## config.mk

```make
export PLATFORM = sky130hd
export DESIGN_NAME = seg_load_unit
export DESIGN_NICKNAME = d
export VERILOG_FILES = /design/src/rtl/seg_load_pkg.sv /design/src/rtl/seg_desc_decode.sv /design/src/rtl/seg_rule_check.sv /design/src/rtl/seg_cache.sv /design/src/rtl/seg_load_unit.sv
export SDC_FILE = /design/constraint.sdc
export NUM_CORES = 1
export LEC_CHECK = 0
export ABC_AREA = 1
export CAP_MARGIN = 20
export CORE_ASPECT_RATIO = 0.9
export CORE_MARGIN = 2
export CORE_UTILIZATION = 40
export DETAILED_ROUTE_END_ITERATION = 8
export DONT_BUFFER_PORTS = 1
export SETUP_SLACK_MARGIN = 0.05
export SLEW_MARGIN = 20
export SYNTH_ARGS = -nofsm -noshare
export SYNTH_HDL_FRONTEND = slang
export SYNTH_SLANG_ARGS = --single-unit
```

## constraint.sdc

```tcl
create_clock -name clk -period 2.25 [get_ports clk]
set_clock_uncertainty 0.05 [all_clocks]
set_input_delay 0.225 -clock clk [delete_from_list [all_inputs] [get_ports clk]]
set_output_delay 0.225 -clock clk [all_outputs]
set_load 0.05 [all_outputs]
```

## src/rtl/seg_load_pkg.sv

```systemverilog
package seg_load_pkg;

    localparam int DESC_W = 64;
    localparam int SEL_W  = 16;
    localparam int BASE_W = 32;

    typedef enum logic [1:0] {
        FLT_NONE = 2'd0,
        FLT_GP   = 2'd1,
        FLT_SS   = 2'd2,
        FLT_NP   = 2'd3
    } flt_e;

    typedef enum logic [0:0] {
        ST_IDLE  = 1'b0,
        ST_FETCH = 1'b1
    } st_e;

    typedef struct packed {
        logic       gran;
        logic       size;
        logic       present;
        logic [1:0] dpl;
        logic       sys;
        logic       exec;
        logic       dc;
        logic       rw;
        logic       acc;
    } seg_attr_t;

    typedef struct packed {
        logic [SEL_W-1:0]  sel;
        logic [BASE_W-1:0] base;
        logic [BASE_W-1:0] limit;
        seg_attr_t         attr;
    } seg_entry_t;

    localparam seg_entry_t ENTRY_RESET = '{
        sel:   '0,
        base:  '0,
        limit: 32'h0000_FFFF,
        attr:  10'h082
    };

endpackage

```

## src/rtl/seg_desc_decode.sv

```systemverilog
module seg_desc_decode
    import seg_load_pkg::*;
(
    input  logic [DESC_W-1:0] desc,
    output logic [BASE_W-1:0] base,
    output logic [BASE_W-1:0] limit,
    output seg_attr_t         attr
);
    logic [19:0] raw_limit;
    logic        unused_desc;

    assign unused_desc = ^desc[53:52];

    always_comb begin
        base      = {desc[63:56], desc[39:16]};
        raw_limit = {desc[51:48], desc[15:0]};
        attr      = '{gran:    desc[55],
                      size:    desc[54],
                      present: desc[47],
                      dpl:     desc[46:45],
                      sys:     desc[44],
                      exec:    desc[43],
                      dc:      desc[42],
                      rw:      desc[41],
                      acc:     desc[40]};
        if (attr.gran) begin
            limit = {raw_limit, 12'hFFF};
        end else begin
            limit = {12'h000, raw_limit};
        end
    end

endmodule

```

## src/rtl/seg_rule_check.sv

```systemverilog
module seg_rule_check
    import seg_load_pkg::*;
(
    input  logic [12:0] pre_index,
    input  logic        pre_is_ss,
    input  logic [15:0] gdt_limit,
    input  logic [1:0]  post_rpl,
    input  logic [1:0]  post_cpl,
    input  logic        post_is_ss,
    input  seg_attr_t   attr,
    output flt_e        pre_flt,
    output flt_e        post_flt
);
    logic [15:0] last_byte;
    logic        range_bad;
    logic        null_bad;
    logic        type_bad;
    logic        priv_bad;

    always_comb begin
        last_byte = {pre_index, 3'b111};
        range_bad = last_byte > gdt_limit;
        null_bad  = pre_is_ss && (pre_index == 13'd0);

        if (range_bad || null_bad) begin
            pre_flt = FLT_GP;
        end else begin
            pre_flt = FLT_NONE;
        end

        type_bad = post_is_ss && (attr.exec || !attr.rw);
        if (post_is_ss) begin
            priv_bad = (post_rpl != post_cpl) || (post_rpl != attr.dpl);
        end else begin
            priv_bad = (post_rpl > attr.dpl) && (post_cpl > attr.dpl);
        end

        if (type_bad || priv_bad) begin
            post_flt = FLT_GP;
        end else if (!attr.present) begin
            post_flt = post_is_ss ? FLT_SS : FLT_NP;
        end else begin
            post_flt = FLT_NONE;
        end
    end

endmodule

```

## src/rtl/seg_cache.sv

```systemverilog
module seg_cache
    import seg_load_pkg::*;
#(
    parameter int NUM_SEGS = 6,
    parameter int IDX_W    = 3
) (
    input  logic             clk,
    input  logic             rst_n,
    input  logic             wr_en,
    input  logic             wr_full,
    input  logic [IDX_W-1:0] wr_idx,
    input  seg_entry_t       wr_entry,
    input  logic [IDX_W-1:0] rd_idx,
    output seg_entry_t       rd_entry
);
    seg_entry_t [NUM_SEGS-1:0] ent_all;

    for (genvar g = 0; g < NUM_SEGS; g++) begin : g_ent
        seg_entry_t ent_q;

        always_ff @(posedge clk or negedge rst_n) begin
            if (!rst_n) begin
                ent_q <= ENTRY_RESET;
            end else if (wr_en && (wr_idx == IDX_W'(g))) begin
                ent_q.sel  <= wr_entry.sel;
                ent_q.base <= wr_entry.base;
                if (wr_full) begin
                    ent_q.limit <= wr_entry.limit;
                    ent_q.attr  <= wr_entry.attr;
                end
            end
        end

        assign ent_all[g] = ent_q;
    end

    always_comb begin
        rd_entry = '0;
        for (int i = 0; i < NUM_SEGS; i++) begin
            if (rd_idx == IDX_W'(i)) begin
                rd_entry = ent_all[i];
            end
        end
    end

endmodule

```

## src/rtl/seg_load_unit.sv

```systemverilog
module seg_load_unit
    import seg_load_pkg::*;
#(
    parameter int NUM_SEGS = 6,
    parameter int SS_IDX   = 2,
    parameter int ADDR_W   = 32,
    localparam int IDX_W   = (NUM_SEGS > 1) ? $clog2(NUM_SEGS) : 1
) (
    input  logic              clk,
    input  logic              rst_n,
    input  logic              req_valid,
    output logic              req_ready,
    input  logic [15:0]       req_sel,
    input  logic [IDX_W-1:0]  req_seg,
    input  logic [1:0]        cpl,
    input  logic              prot_en,
    input  logic              v86,
    input  logic [ADDR_W-1:0] gdt_base,
    input  logic [15:0]       gdt_limit,
    output logic              mem_rd_req,
    output logic [ADDR_W-1:0] mem_rd_addr,
    input  logic              mem_rd_valid,
    input  logic [63:0]       mem_rd_data,
    output logic              done,
    output logic              fault,
    output logic [1:0]        fault_vec,
    input  logic [IDX_W-1:0]  rd_idx,
    output logic [15:0]       rd_sel,
    output logic [31:0]       rd_base,
    output logic [31:0]       rd_limit,
    output logic [9:0]        rd_attr
);
    localparam logic [IDX_W-1:0] SS_SLOT = IDX_W'(SS_IDX);

    typedef struct packed {
        st_e              st;
        logic [15:0]      sel;
        logic [IDX_W-1:0] seg;
        logic [1:0]       cpl;
        logic             done;
        logic             fault;
        flt_e             fvec;
    } ctl_t;

    ctl_t ctl_d, ctl_q;

    logic [BASE_W-1:0] dec_base;
    logic [BASE_W-1:0] dec_limit;
    seg_attr_t         dec_attr;
    flt_e              pre_flt;
    flt_e              post_flt;

    logic              wr_en;
    logic              wr_full;
    logic [IDX_W-1:0]  wr_idx;
    seg_entry_t        wr_entry;
    seg_entry_t        rd_entry;

    seg_desc_decode u_decode (
        .desc  (mem_rd_data),
        .base  (dec_base),
        .limit (dec_limit),
        .attr  (dec_attr)
    );

    seg_rule_check u_rules (
        .pre_index  (req_sel[15:3]),
        .pre_is_ss  (req_seg == SS_SLOT),
        .gdt_limit  (gdt_limit),
        .post_rpl   (ctl_q.sel[1:0]),
        .post_cpl   (ctl_q.cpl),
        .post_is_ss (ctl_q.seg == SS_SLOT),
        .attr       (dec_attr),
        .pre_flt    (pre_flt),
        .post_flt   (post_flt)
    );

    seg_cache #(
        .NUM_SEGS (NUM_SEGS),
        .IDX_W    (IDX_W)
    ) u_cache (
        .clk      (clk),
        .rst_n    (rst_n),
        .wr_en    (wr_en),
        .wr_full  (wr_full),
        .wr_idx   (wr_idx),
        .wr_entry (wr_entry),
        .rd_idx   (rd_idx),
        .rd_entry (rd_entry)
    );

    always_comb begin
        ctl_d       = ctl_q;
        ctl_d.done  = 1'b0;
        ctl_d.fault = 1'b0;
        ctl_d.fvec  = FLT_NONE;
        wr_en       = 1'b0;
        wr_full     = 1'b0;
        wr_idx      = ctl_q.seg;
        wr_entry    = '{sel: ctl_q.sel, base: dec_base,
                        limit: dec_limit, attr: dec_attr};

        unique case (ctl_q.st)
            ST_IDLE: begin
                if (req_valid) begin
                    ctl_d.sel = req_sel;
                    ctl_d.seg = req_seg;
                    ctl_d.cpl = cpl;
                    if (!prot_en || v86) begin
                        wr_en          = 1'b1;
                        wr_idx         = req_seg;
                        wr_entry.sel   = req_sel;
                        wr_entry.base  = {12'h000, req_sel, 4'h0};
                        ctl_d.done     = 1'b1;
                    end else if (pre_flt != FLT_NONE) begin
                        ctl_d.done  = 1'b1;
                        ctl_d.fault = 1'b1;
                        ctl_d.fvec  = pre_flt;
                    end else begin
                        ctl_d.st = ST_FETCH;
                    end
                end
            end
            ST_FETCH: begin
                if (mem_rd_valid) begin
                    ctl_d.st   = ST_IDLE;
                    ctl_d.done = 1'b1;
                    if (post_flt != FLT_NONE) begin
                        ctl_d.fault = 1'b1;
                        ctl_d.fvec  = post_flt;
                    end else begin
                        wr_en   = 1'b1;
                        wr_full = 1'b1;
                    end
                end
            end
            default: ctl_d.st = ST_IDLE;
        endcase
    end

    always_ff @(posedge clk or negedge rst_n) begin
        if (!rst_n) begin
            ctl_q <= '{st: ST_IDLE, sel: '0, seg: '0, cpl: '0,
                       done: 1'b0, fault: 1'b0, fvec: FLT_NONE};
        end else begin
            ctl_q <= ctl_d;
        end
    end

    assign req_ready   = (ctl_q.st == ST_IDLE);
    assign mem_rd_req  = (ctl_q.st == ST_FETCH);
    assign mem_rd_addr = gdt_base + ADDR_W'({ctl_q.sel[15:3], 3'b000});
    assign done        = ctl_q.done;
    assign fault       = ctl_q.fault;
    assign fault_vec   = ctl_q.fvec;
    assign rd_sel      = rd_entry.sel;
    assign rd_base     = rd_entry.base;
    assign rd_limit    = rd_entry.limit;
    assign rd_attr     = rd_entry.attr;

endmodule

```

=== Yosys cells after proc, flatten, opt, wreduce, memory -nomap -nowiden ===
Cells that the tools add are included.
W data, S select, Z words.

* Bits in latches: 0
* Bits in registers: 566
* Memory bits (writable): 0
* Word-level logic and storage cells: 161
* Bits of input ports: 142
* Memory bits (read-only): 0
* Memories kept: 0
* Output and inout port bits: 128

* $lt $le $gt $ge: 3
* Shift-type cells: 0
* Bitwise operators: 1
* Multiply operators: 0
* $add $sub $neg: 1
* Muxes and demuxes: 35
* Equality and inequality tests: 14
* Div/mod/pow operators: 0
* Reduce and logical (&&, ||, !) cells: 28

{| class="wikitable"
|+ Operators by type and width
! kind !! number
|-
| $mux W90 || 6
|-
| $mux W48 || 3
|-
| $add A32 B16 Y32 || 1
|-
| $mux W32 || 1
|-
| $mux W26 || 1
|-
| $eq A3 B2 Y1 const B || 6
|-
| $gt A16 B16 Y1 || 1
|-
| $mux W3 || 5
|-
| $reduce_and A2 Y1 || 7
|-
| $logic_not A13 Y1 || 1
|-
| $eq A3 B3 Y1 const B || 4
|-
| $mux W1 || 12
|-
| $logic_and A1 B1 Y1 || 9
|-
| $mux W4 || 2
|-
| $pmux W4 S2 || 1
|-
| $eq A3 B1 Y1 const B || 2
|-
| $logic_not A3 Y1 || 2
|-
| $logic_or A1 B1 Y1 || 5
|-
| $gt A2 B2 Y1 || 2
|-
| $mux W2 || 2
|-
| $ne A2 B2 Y1 || 2
|-
| $pmux W1 S2 || 2
|-
| $reduce_bool A2 Y1 || 2
|-
| $logic_not A1 Y1 || 2
|-
| $not A1 Y1 || 1
|}

=== Logic depth before layout (Yosys ltp) ===
* Word-level depth: 11
* Depth in mapped cells: 16
* Gate-level depth less buffers: 13

=== Hierarchy ===
From an unflattened synthesis, not the netlist that was laid out.

* Cell total of the unflattened synthesis: 3594
* Area total of the unflattened synthesis: 27916.8 sq um

{| class="wikitable"
|+ By module, submodules not included
! module !! area each (sq um) !! cells each !! times used !! seq. area each (sq um)
|-
| seg_cache || 23640.2 || 2840 || 1 || 13648.1
|-
| seg_load_unit || 3052.9 || 545 || 1 || 650.6
|-
| seg_rule_check || 631.9 || 103 || 1 || 0.0
|-
| seg_desc_decode || 591.8 || 106 || 1 || 0.0
|}

=== Least setup slack after synthesis ===
No wires, ideal clock.

* Kind: reg2out
* Start: register ctl_q[12] in the netlist's numbering
* End: output mem_rd_addr[17]
* Path slack: -289 ps
* Required time: 1975 ps
* Buffers on the path: 0
* Arrival time: 2264 ps
* Cell stages (with the launch flop): 10
* Cell sequence: dfrtp_1 -> ha_1 -> fa_1 -> nand3_1 -> nand2_1 -> nand3_1 -> nand2_1 -> nand2_1 -> nand3_1 -> xor2_1

* Cells in the longest elaborated chain, start to end: 1

{| class="wikitable"
|+ Ends and longest elaborated chain
! element !! line !! source
|-
| from (decl) || seg_load_unit.sv:45 || <nowiki>ctl_t ctl_d, ctl_q;</nowiki>
|-
| from (signal assigned) || seg_load_unit.sv:143 || <nowiki>ctl_q <= '{st: ST_IDLE, sel: '0, seg: '0, cpl: '0,</nowiki>
|-
| from (signal assigned) || seg_load_unit.sv:146 || <nowiki>ctl_q <= ctl_d;</nowiki>
|-
| $add A32 B16 Y32 || seg_load_unit.sv:152 || <nowiki>assign mem_rd_addr = gdt_base + ADDR_W'({ctl_q.sel[15:3], 3'b000});</nowiki>
|-
| to (decl) || seg_load_unit.sv:21 || <nowiki>output logic [ADDR_W-1:0] mem_rd_addr,</nowiki>
|}

No other way between the ends.

=== Final worst setup path ===
* Start: register ctl_q[12] in the netlist's numbering
* End: output mem_rd_addr[19]

The elaborated chain is that of the path after synthesis.

==> impl_metrics.json <==
{
  "synth_cells": 3341,
  "ys_seq_area_share_pct": 52.2,
  "period_needed_ns": 2.76,
  "hold_ws_ns": -0.753,
  "fin_area_um2": 37800,
  "utilization_pct": 55.4,
  "rr_worst_depth": 13,
  "die_area_um2": 70600,
  "synth_top_family_by_area": "simple AND/OR/NAND/NOR gates",
  "setup_slack_ns": -0.509,
  "port_buffers": 0,
  "ys_ff_latch": 566,
  "rsz0062_at_grt": "true",
  "status": "finished, violations left",
  "relSlewSlack_pct": -61.3,
  "fillers": 5964,
  "synth_most_common_cell": "nand2_1",
  "cp_data_arrival_time_ns": 2.48,
  "fmax_mhz": 362,
  "min_path_type": "in2async",
  "h-tree-depth": 2,
  "ant_nets": 0,
  "cts_buffers": 60,
  "cpMaxStageDelayCell": "dfrtp_1",
  "cp_max_fo": 4,
  "p_per_area_nw_per_um2": 931,
  "yosysTopAreaCell": "dfrtp_1",
  "drt_wl_total_mm": 101,
  "yosysWarnings": 0,
  "grt_start_max_net_pins": 567,
  "syn-num-nets": 3514,
  "synthDominantCellAreaShare_pct": 41.8,
  "async_reset_ff_share_pct": 100,
  "startpoint_type": "flip-flop",
  "switchingPower_mw": 11.9,
  "maxCapViolations": 0,
  "synth_area_um2": 27400,
  "core_area_um2": 68200,
  "grt_pass1_wl_mm": 136,
  "critPathTopFamily": "simple AND/OR/NAND/NOR gates",
  "clock_path_buffers": 3,
  "vias_per_cell": 5.69,
  "gr-total-overflow": 0,
  "hpwl_mm": 50.9,
  "die_x_um": 280,
  "grt_pass1_vias": 23100,
  "multi_input_area_um2": 13100,
  "area_growth_syn_to_layout_pct": 38.0,
  "switching_share_pct": 33.9,
  "ys.flop_type": "dfrtp_1",
  "vias": 25800,
  "pwr-share-seq_pct": 42.4,
  "clkPwrFrac_pct": 29.0,
  "crit_buf_inv": 1,
  "r2r-end": "u_cache.ent_all[358]",
  "worstMarginPinSlew_ns": 2.42,
  "cp-end-kind": "output pin",
  "synth.area.top_cells": "dfrtp_1 42%, nand2_1 15%, dfstp_2 10%",
  "total_power_mw": 35.2,
  "ys_types": 40,
  "pin_count": 270,
  "avgSynthCellArea_um2": 8.20,
  "synth_mux_area_share_pct": 0,
  "yosys-top-cells-count": "1073 x nand2_1, 458 x dfrtp_1, 293 x o21ai_0",
  "finalHoldViolations": 458,
  "peakVddDrop_uv": 626,
  "gp_congestion": 0.834,
  "cpMostUsedCell": "nand2_2",
  "dp.cells": 4219,
  "slowest_delay_ns": 0.41,
  "std_cell_rows": 91,
  "slew_violations": 450,
  "start_util_pct": 40.2,
  "track_usage_pct": 24.4,
  "worstSkewPairLatency_ns": 0.62,
  "wl_per_cell_um": 22.4,
  "seq_area_um2": 14300,
  "cts_tree": "yes",
  "synthXorXnorAreaFrac_pct": 0.671,
  "crit_cells": 13,
  "holdBufCountCts": 83,
  "antenna_found_initial": 2,
  "worstPathRequired_ns": 1.98,
  "crit_chain": "ha_4, fa_2, nand3_2, nand2_4, nand2_2, nand2_2, nand2_2, nand2_4, nand2_2, nand2_1, nand2_1, nand2_2, buf_12",
  "setup_viol": 35,
  "path_class": "reg2out",
  "die_y_um": 252,
  "drc": 0,
  "layout.nets": 3761,
  "clk_pin_slew_worst_paths_ns": 0.06,
  "p_int_mw": 23.3,
  "firstDrtPassIters": 6,
  "synth_compound_area_share_pct": 13.5,
  "failed_checks": "negative hold slack, max-slew violations, negative setup slack",
  "reg2reg_slack_ns": -0.03,
  "synth-edff-count": 0,
  "cts-root-buf": "clkbuf_16",
  "drt_iter0_markers": 2975,
  "drive_gt1_share_pct": 25.1,
  "yosys.area_share.simple_pct": 24.7,
  "p_comb_share_pct": 28.6,
  "finalNonFillerCells": 4522,
  "fin_crit_sh_pct": 123,
  "r2r-start": "ctl_q[10]",
  "cts_sinks": 566,
  "leakagePower_nw": 17.3,
  "placed_cell_area_um2": 31100,
  "synthAdderAreaFrac_pct": 1.44
}
==> state kept, by name, summed over array words and instances (netlist names) <==
signal	cells
ctl_q	21
done	1
fault	1
fault_vec	2
mem_rd_req	1
u_cache.ent_all	540
==> power by group through the flow <==
stage	Sequential, mW	Combinational [mW]	Clock, mW
after floorplan	14.4	5.73	0
after global placement	14.7	8.47	0
final	14.9	10.1	10.2
after detailed placement	14.8	8.64	0
after CTS	14.7	9.12	10.3
after global routing	15.2	11.0	10.8
==> how the worst max path moves through the flow <==
stage	startpoint	end	slack, ns
final	ctl_q[12]	mem_rd_addr[19]	-0.51
after global routing	ctl_q[12]	mem_rd_addr[19]	-0.60
after CTS	ctl_q[12]	mem_rd_addr[19]	-0.60
after detailed placement	ctl_q[12]	mem_rd_addr[29]	-0.11
after global placement	ctl_q[12]	mem_rd_addr[29]	-0.07
after floorplan	ctl_q[12]	mem_rd_addr[17]	-0.08
==> layout make-up <==
cell class	count	area share, %
sequential	566	37.8
multi-input combinational	2288	34.7
timing repair buffer	420	16.5
clock buffer	91	4.79
tap	883	2.92
inverter	251	2.58
clock inverter	21	0.576
timing repair inverter	1	0.0298
antenna	1	0.00662
==> per-stage QoR <==
stage / setup slack [ns] / TNS (ns)
detailed placement: -0.108 / -0.566
floorplan: -0.0789 / -0.0789
CTS: -0.603 / -11.88
global route: -0.601 / -18.76
global placement: -0.0677 / -0.204
finish: -0.509 / -10.47
==> worst reg2reg max path: stages, from the launching register on <==
cell,delay [ns]
dfrtp_1,0.42
ha_4,0.29
nand2_2,0.05
nor2_1,0.08
nand3_1,0.10
nand2_2,0.11
nand3_4,0.16
nand2_8,0.15
buf_12,0.11
clkbuf_16,0.15
nand2_8,0.14
clkbuf_16,0.24
nand2_2,0.06
o21ai_1,0.06
==> routing by layer <==
| metal | GRT usage, % | share of wire (%) |
|---|---|---|
| met4 | 6.88 | 2.9 |
| met1 | 36.6 | 44 |
| met2 | 36.5 | 44 |
| met5 | 0 | 0.016 |
| met3 | 3.86 | 8.8 |
==> timing repair <==
action / 4_1_cts / 5_1_grt
setup endpoints to repair: 63 / 580
pin swaps: 48 / 62
resized for setup: 118 / 471
gates cloned: 0 / 69
setup buffers: 11 / 30
endpoints found under the hold margin: 998 / 566
==> layout by cell type (no fill, tap or decap), types with 5 or more instances in the layout <==
| cell | netlist | layout |
|---|---|---|
| a21oi_1 | 46 | 40 |
| a221oi_1 | 72 | 57 |
| a221oi_2 | 0 | 15 |
| buf_12 | 0 | 141 |
| buf_16 | 0 | 9 |
| buf_4 | 10 | 97 |
| buf_6 | 13 | 40 |
| buf_8 | 0 | 10 |
| clkbuf_1 | 151 | 13 |
| clkbuf_16 | 0 | 102 |
| clkbuf_8 | 0 | 17 |
| clkinv_2 | 0 | 16 |
| dfrtp_1 | 458 | 457 |
| dfstp_2 | 108 | 108 |
| dlygate4sd3_1 | 0 | 81 |
| ha_1 | 30 | 14 |
| ha_4 | 0 | 16 |
| inv_1 | 243 | 236 |
| inv_2 | 7 | 8 |
| nand2_1 | 1073 | 901 |
| nand2_2 | 6 | 119 |
| nand2_4 | 1 | 53 |
| nand2_8 | 0 | 10 |
| nand3_1 | 210 | 187 |
| nand3_2 | 1 | 13 |
| nand3_4 | 0 | 11 |
| nand4_1 | 190 | 190 |
| nor2_1 | 63 | 56 |
| nor2_4 | 6 | 11 |
| nor4_1 | 5 | 5 |
| o21ai_0 | 293 | 196 |
| o21ai_1 | 199 | 253 |
| o21ai_2 | 2 | 40 |
| o21ai_4 | 1 | 6 |
| o31ai_1 | 40 | 22 |
| o31ai_2 | 0 | 11 |
| o31ai_4 | 0 | 7 |
| xor2_2 | 0 | 9 |
| xor2_4 | 0 | 5 |
==> logic make-up (layout without fill, tap and decap cells) <==
family / after synthesis / count (layout)
buf+inv: 490 / 784
fa+ha+maj: 31 / 31
simple gates: 1574 / 1577
other cells: 0 / 1
flops: 566 / 566
xor+xnor: 21 / 21
compound gates: 659 / 659
No activity file was read; power rests on OpenSTA's default activity.
